File: src/rtl/phy_cmd_sequencer.sv
module phy_cmd_sequencer #(
  parameter int PHY_AW   = 5,
  parameter int REG_AW   = 5,
  parameter int DW       = 16,
  parameter int PW       = 8,
  parameter int PAGE_REG = 31
) (
  input  logic              clk,
  input  logic              rst_n,
  input  logic              cfg_restore_page,
  input  logic              cmd_wr,
  input  logic              cmd_run,
  input  logic              cmd_write,
  input  logic [PHY_AW-1:0] cmd_phy,
  input  logic [REG_AW-1:0] cmd_reg,
  input  logic [PW-1:0]     cmd_page,
  input  logic [DW-1:0]     cmd_wdata,
  output logic              cmd_busy,
  output logic              cmd_done,
  output logic [DW-1:0]     rd_data,
  input  logic              poll_gap,
  output logic              bus_own,
  output logic              mgmt_valid,
  output logic              mgmt_write,
  output logic [PHY_AW-1:0] mgmt_phy,
  output logic [REG_AW-1:0] mgmt_reg,
  output logic [DW-1:0]     mgmt_wdata,
  input  logic              mgmt_ack,
  input  logic [DW-1:0]     mgmt_rdata
);

  localparam int ZW = DW - PW;
  localparam logic [REG_AW-1:0] PAGE_ADDR = REG_AW'(PAGE_REG);

  typedef enum logic [2:0] {S_IDLE, S_WAIT, S_PAGE, S_ACC, S_REST} state_t;

  state_t              state;
  logic                wr_q;
  logic [PHY_AW-1:0]   phy_q;
  logic [REG_AW-1:0]   reg_q;
  logic [PW-1:0]       page_q;
  logic [DW-1:0]       wdata_q;

  always_ff @(posedge clk) begin
    if (!rst_n) begin
      state    <= S_IDLE;
      cmd_done <= 1'b0;
      rd_data  <= '0;
      wr_q     <= 1'b0;
      phy_q    <= '0;
      reg_q    <= '0;
      page_q   <= '0;
      wdata_q  <= '0;
    end else begin
      case (state)
        S_IDLE: if (cmd_wr && cmd_run) begin
          wr_q     <= cmd_write;
          phy_q    <= cmd_phy;
          reg_q    <= cmd_reg;
          page_q   <= cmd_page;
          wdata_q  <= cmd_wdata;
          cmd_done <= 1'b0;
          state    <= S_WAIT;
        end
        S_WAIT: if (poll_gap) state <= S_PAGE;
        S_PAGE: if (mgmt_ack) state <= S_ACC;
        S_ACC: if (mgmt_ack) begin
          if (!wr_q) rd_data <= mgmt_rdata;
          if (cfg_restore_page) state <= S_REST;
          else begin
            state    <= S_IDLE;
            cmd_done <= 1'b1;
          end
        end
        S_REST: if (mgmt_ack) begin
          state    <= S_IDLE;
          cmd_done <= 1'b1;
        end
        default: state <= S_IDLE;
      endcase
    end
  end

  assign cmd_busy   = (state != S_IDLE);
  assign bus_own    = (state == S_PAGE) || (state == S_ACC) || (state == S_REST);
  assign mgmt_valid = bus_own;
  assign mgmt_write = (state != S_ACC) || wr_q;
  assign mgmt_phy   = phy_q;
  assign mgmt_reg   = (state == S_ACC) ? reg_q : PAGE_ADDR;
  assign mgmt_wdata = (state == S_PAGE) ? {{ZW{1'b0}}, page_q} :
                      (state == S_ACC)  ? wdata_q : '0;


  gap_entry_chk: assert property (@(posedge clk) disable iff (!rst_n)
    $rose(bus_own) |-> $past(poll_gap));


  page_first_chk: assert property (@(posedge clk) disable iff (!rst_n)
    $rose(bus_own) |-> (mgmt_valid && mgmt_write && mgmt_reg == PAGE_ADDR));


  req_hold_chk: assert property (@(posedge clk) disable iff (!rst_n)
    (mgmt_valid && !mgmt_ack) |=> (mgmt_valid && $stable(mgmt_write) &&
      $stable(mgmt_reg) && $stable(mgmt_wdata) && $stable(mgmt_phy)));


  done_edge_chk: assert property (@(posedge clk) disable iff (!rst_n)
    $fell(cmd_busy) |-> (cmd_done && !bus_own));


  done_clear_chk: assert property (@(posedge clk) disable iff (!rst_n)
    cmd_busy |-> !cmd_done);


  ignore_busy_chk: assert property (@(posedge clk) disable iff (!rst_n)
    (cmd_busy && $past(cmd_busy)) |-> $stable(mgmt_phy));


  rd_hold_chk: assert property (@(posedge clk) disable iff (!rst_n)
    !$past(mgmt_ack) |-> $stable(rd_data));

endmodule

File: config.mk
export PLATFORM = sky130hd
export DESIGN_NAME = phy_cmd_sequencer
export DESIGN_NICKNAME = d
export VERILOG_FILES = /design/src/rtl/phy_cmd_sequencer.sv
export SDC_FILE = /design/constraint.sdc
export NUM_CORES = 1
export LEC_CHECK = 0
export ABC_AREA = 1
export BUFFER_PORTS_ARGS = -buffer_cell sky130_fd_sc_hd__buf_2
export CAP_MARGIN = 15
export CORE_MARGIN = 2
export CORE_UTILIZATION = 49
export DETAILED_ROUTE_END_ITERATION = 12
export HOLD_SLACK_MARGIN = 0.15
export PLACE_DENSITY_LB_ADDON = 0.12
export SLEW_MARGIN = 40
export SYNTH_ARGS = -nofsm -noshare
export SYNTH_HDL_FRONTEND = slang
export SYNTH_SLANG_ARGS = --single-unit
File: constraint.sdc
create_clock -name clk -period 3.5 [get_ports clk]
set_clock_uncertainty 0.15 [all_clocks]
set_input_delay 0.175 -clock clk [delete_from_list [all_inputs] [get_ports clk]]
set_output_delay 0.175 -clock clk [all_outputs]
set_load 0.005 [all_outputs]
; Yosys cells after proc, flatten, opt, wreduce, memory -nomap -nowiden
; Index checks and enable logic that the tools add are counted.
[word_totals]
regBits = 55
output_inout_bits = 47
[classes]
mux = 15
n_reduce_logical = 11
bitwise_logic = 1
eq_ne = 11
[op_table]
columns = cell, n
row1 = $mux W16, 2
row2 = $mux W3, 6
row3 = $pmux W3 S5, 1
row4 = $ne A2 B2 Y1 const B, 6
row5 = $reduce_and A5 Y1, 2
row6 = $eq A3 B2 Y1 const B, 2
row7 = $reduce_bool A3 Y1, 2
row8 = $mux W5, 1
row9 = $mux W1, 4
row10 = $eq A3 B1 Y1 const B, 1
row11 = $eq A3 B3 Y1 const B, 1
row12 = $logic_not A3 Y1, 1
row13 = $logic_or A1 B1 Y1, 3
row14 = $ne A3 B2 Y1 const B, 1
row15 = $pmux W1 S3, 1
row16 = $reduce_and A3 Y1, 1
row17 = $reduce_and A2 Y1, 1
row18 = $logic_and A1 B1 Y1, 1
row19 = $not A1 Y1, 1

; Longest topological paths before layout
[depth]
word_depth = 3
mapped_depth = 8
mapped_depth_nobuf = 8

; Least setup slack after synthesis
; No wires, ideal clock.
[synth_path]
kind = reg2out
startpoint = register state[0]
endpoint = output mgmt_wdata[6]
setup_slack_ns = 2.142
path_stages_with_launch = 5
arrival_time_ns = 1.033
cell_sequence = dfxtp_1 nand3_2 buf_4 buf_2 o22ai_1
[synth_between]
elab_chain_len = 3
word_cells_on_any_way = 4
[synth_rtl]
columns = item, line
row1 = "start, declared", 37  ; state_t state;
row2 = "start signal, assigned", 46  ; state <= S_IDLE;
row3 = "start signal, assigned", 63  ; state <= S_WAIT;
row4 = "start signal, assigned", 65  ; S_WAIT: if (poll_gap) state <= S_PAGE;
row5 = $eq A3 B2 Y1, 91  ; (state == S_ACC) ? wdata_q : '0;
row6 = $mux W16, 91
row7 = $mux W16 (*), 90  ; assign mgmt_wdata = (state == S_PAGE) ? {{ZW{1'b0}}, page_q} :
row8 = "end, declared", 27  ; output logic [DW-1:0] mgmt_wdata,
; Every way passes the cells marked *; elsewhere a longest branch is shown, timed or not.

; Worst setup path after layout
[layout_path]
startpoint = register state[1]
endpoint = register cmd_done
[layout_between]
elab_chain_len = 3
word_cells_on_any_way = 10
[layout_rtl]
columns = item, line
row1 = "$eq A3 B3 Y1, or another cell as far along", 55  ; case (state)
row2 = $ne A2 B2 Y1 (no source line) or $reduce_bool A3 Y1 (tied branches), n/a
row3 = $reduce_and A5 Y1 (no source line), n/a
row4 = "end signal, assigned", 62  ; cmd_done <= 1'b0;
row5 = "end signal, assigned", 72  ; cmd_done <= 1'b1;
row6 = "end signal, assigned", 77  ; cmd_done <= 1'b1;
row7 = "end, declared", 19  ; output logic cmd_done,
; Several ways; a longest one is shown, not always the timed one.
; A chain may end at the register's enable or synchronous reset.

==> summary.txt <==
SETUP PATH
--------------------------------------------------------------------------------
Required time at the worst-slack endpoint                                3.55 ns
Depth of the worst register-to-register path                                   6
Cell breakdown of the critical path                                 nand3_2 > inv_4 > nand2_1 > nand4_1 > dlygate4sd3_1 > a21oi_1
Max stage delay on crit path                                             0.54 ns
CP Data Arrival Time                                                     2.18 ns
Critical Setup Path Class                                           register to register
Element type at the critical path end                                   register
CP top delay family                                                 buffers and inverters
Setup crit start kind                                                   register
Slowest stage cell on the critical path                             dlygate4sd3_1
Total buffers and inverters traversed by the critical path                     2
Worst reg2reg startpoint                                                state[1]
Register-to-register setup slack                                         1.37 ns
Reg-to-reg critical path endpoint                                       cmd_done
Critical Path Fanout Max                                                      20

LAYOUT
--------------------------------------------------------------------------------
Fill cells                                                                   331
Antenna Cells                                                                  0
Fin nets                                                                     502
Layout cell share with drive strength beyond 1                             0.279
Growth of design area from synthesis to finish                             52.8%

CLOCK TREE
--------------------------------------------------------------------------------
Root buffer cell                                                        clkbuf_8
Latest clock arrival within the worst-skew pair                          0.30 ns
Post-CTS setup repair buffer count                                             0
Number of clock buffers inserted by TritonCTS                                  5
Clock sink count                                                              55
H-tree levels                                                                  2
TritonCTS clock tree                                                        done
Maximum clock insertion buffer count                                           2
Clock-pin slew on the worst setup and hold paths                         0.10 ns

TIMING
--------------------------------------------------------------------------------
Crit share post-route                                                      0.608
Total negative slack for setup checks                                       0 ns
Worst hold slack                                                        0.212 ns
Final setup violation count                                                    0
Unrepaired setup endpoints after global routing                            false
Max-slew headroom at the worst pin                                         0.469
Measured slew at the worst slew-check pin                               0.797 ns
Clock period minus worst slack                                           2.13 ns
Final setup margin                                                       1.37 ns
Number of hold-slack violations in the final timing report                     0
Peak clock frequency supported by timing                                 470 MHz
Final count of pins violating max slew                                         0

LOGIC SYNTHESIS
--------------------------------------------------------------------------------
Synth Area per Inst                                                     7.50 um2
Number of warnings issued by yosys                                             0
Syn nets                                                                     354
Post-Synthesis Cell Area                                             0.00222 mm2
Sequential cell area fraction in the yosys report                          0.496
Number of flops mapped to enable cells by yosys                                0
Leading cell types by total area after synthesis                    dfxtp_1 50%, o21ai_0 9.2%, a21oi_1 8.8%
Count of unique library cells instantiated by Yosys                           24
Most numerous cell in the Yosys netlist                                  dfxtp_1
#FFs+latches synth                                                            55
Post-synth top flop                                                      dfxtp_1
Async SR Flop Fraction                                                         0
Gate count of the mapped netlist                                             296
Commonest cells in the synthesized netlist                          55 x dfxtp_1, 44 x inv_1, 44 x nor2_1, 41 x o21ai_0, 39 x a21oi_1
Cell accounting for the most synthesized area                            dfxtp_1
Fraction of post-synthesis cell area in the top cell type by area          0.496

DIE
--------------------------------------------------------------------------------
Count of boundary I/O pins                                                   105
Overall die width                                                        71.3 um
Die ar.                                                              0.00508 mm2
Placeable core region                                                0.00435 mm2
Floorplan die height                                                     71.3 um
Total number of placement rows                                                24
Starting density of the core                                               0.510

HOLD PATH
--------------------------------------------------------------------------------
Worst Hold Path EP                                                      state[2]
Number of cells on the worst hold path                                         6
Start point of the worst min-delay path                                 mgmt_ack
Path class of the lowest-slack min-delay path                       input pin to register

FLOW RUN
--------------------------------------------------------------------------------
Max-capacitance violation count                                                0

DETAILED ROUTING
--------------------------------------------------------------------------------
Via total after detailed routing                                            2385
Final ANT Viol Nets                                                            0
Highest routing layer actually used                                         met4
DRC marker count from the first detailed-route iteration                     186
First-pass DRT Iterations                                                      4
Detail-routed via count per cell                                            4.80
Detailed route wirelength on metal2                                      3.03 mm
Post-detailed-routing wire length                                        5.95 mm
Routed met3 length                                                        325 um
Sum of routed wire segments on met1                                      2.43 mm
Wire length per cell after detailed routing                              12.0 um
Drc violations                                                                 0

POWER AND IR DROP
--------------------------------------------------------------------------------
PnR Total Power                                                          1930 uW
Peak supply drop                                                        0.360 mV
Leak Pwr                                                              0.00156 uW
Power per Cell Area                                                   570 mW/mm2

PLACE
--------------------------------------------------------------------------------
Place WS                                                                 1.58 ns
Half-perimeter wire length after placement                               3.52 mm
Routability cong.                                                          0.807
# port buffers                                                               104

GLOBAL ROUTING
--------------------------------------------------------------------------------
Total Routing Usage GR                                                     0.240
Pin count of the biggest net entering global routing                          56
Vias in the first global route                                              2251
Initial antenna violation count                                                0
Overflow left after global routing                                             0
Wire length of the first global-routing pass                             9.81 mm

RUN STATUS
--------------------------------------------------------------------------------
Result of the run                                                   finished, final reports clean

[kinds of logic after synthesis]
family,synth area share
AOI/OAI and AO/OA,0.225
buffers and inverters,0.122
and+or+nand+nor,0.156
DFF,0.496
[worst max-delay path by stage]
stage | slack [ns] | depth (start not counted) | startpoint | endpoint
floorplan | 2.14 | 4 | state[0] | mgmt_wdata[6]
global placement | 1.65 | 6 | state[0] | rd_data[6]
detailed placement | 1.58 | 6 | state[0] | rd_data[9]
CTS | 1.35 | 6 | state[0] | cmd_done
global route | 1.20 | 6 | state[0] | cmd_done
finish | 1.37 | 6 | state[1] | cmd_done
[registers in the layout (all words and copies together) (netlist names)]
signal	flops
mgmt_phy	5
reg_q	5
wdata_q	16
state	3
cmd_done	1
wr_q	1
page_q	8
rd_data	16
[power breakdown]
group,switching [uW],internal (uW)
combinational,375,281
clock,195,286
sequential,57.0,739
total,627,1310
[timing repair]
action | 4_1_cts | 5_1_grt
gates resized for setup | 0 | 0
hold endpoints to repair | 53 | 0
hold buffers | 53 | 0
[stage by stage]
stage	cell area [um2]	cells	utilization
after floorplan	2220	296	-
after global placement	2730	436	0.627
after detailed placement	2730	436	0.627
after CTS	3390	497	0.779
after global routing	3390	497	0.779
final	3390	497	0.779
[cells in the final DEF (no fill, tap or decap), drive strengths merged]
cell	Yosys	final
a21oi	39	39
buf	8	106
bufinv	0	2
clkbuf	10	6
clkinv	1	1
dfxtp	55	55
dlygate4sd3	0	53
inv	46	46
nand2	22	22
nand3	8	8
nand4	2	2
nor2	46	46
o21ai	51	51
o22ai	8	8
[worst min-delay path, delay by kind of cell]
| family | cells | cell delay (ns) |
|---|---|---|
| buffers and inverters | 2 | 0.17 |
| and+or+nand+nor | 4 | 0.28 |
[per-layer routing]
| layer | GRT usage | vias to the layer above |
|---|---|---|
| met1 | 0.282 | 1064 |
| met5 | 0 | - |
| met3 | 0.0534 | 16 |
| met2 | 0.426 | 66 |
| li1 | - | 1239 |
| met4 | 0.0901 | 0 |
[area by class of cell]
cell class,instances,area (um2),area share
Clock buffer,6,72.6,0.0214
Tap cell,52,65.1,0.0192
Multi-Input combinational cell,176,847,0.250
Inverter,47,180,0.0531
Sequential cell,55,1100,0.325
Clock inverter,2,60.1,0.0177
Timing Repair Buffer,159,1070,0.314
Power figures use the tool's default switching activity.
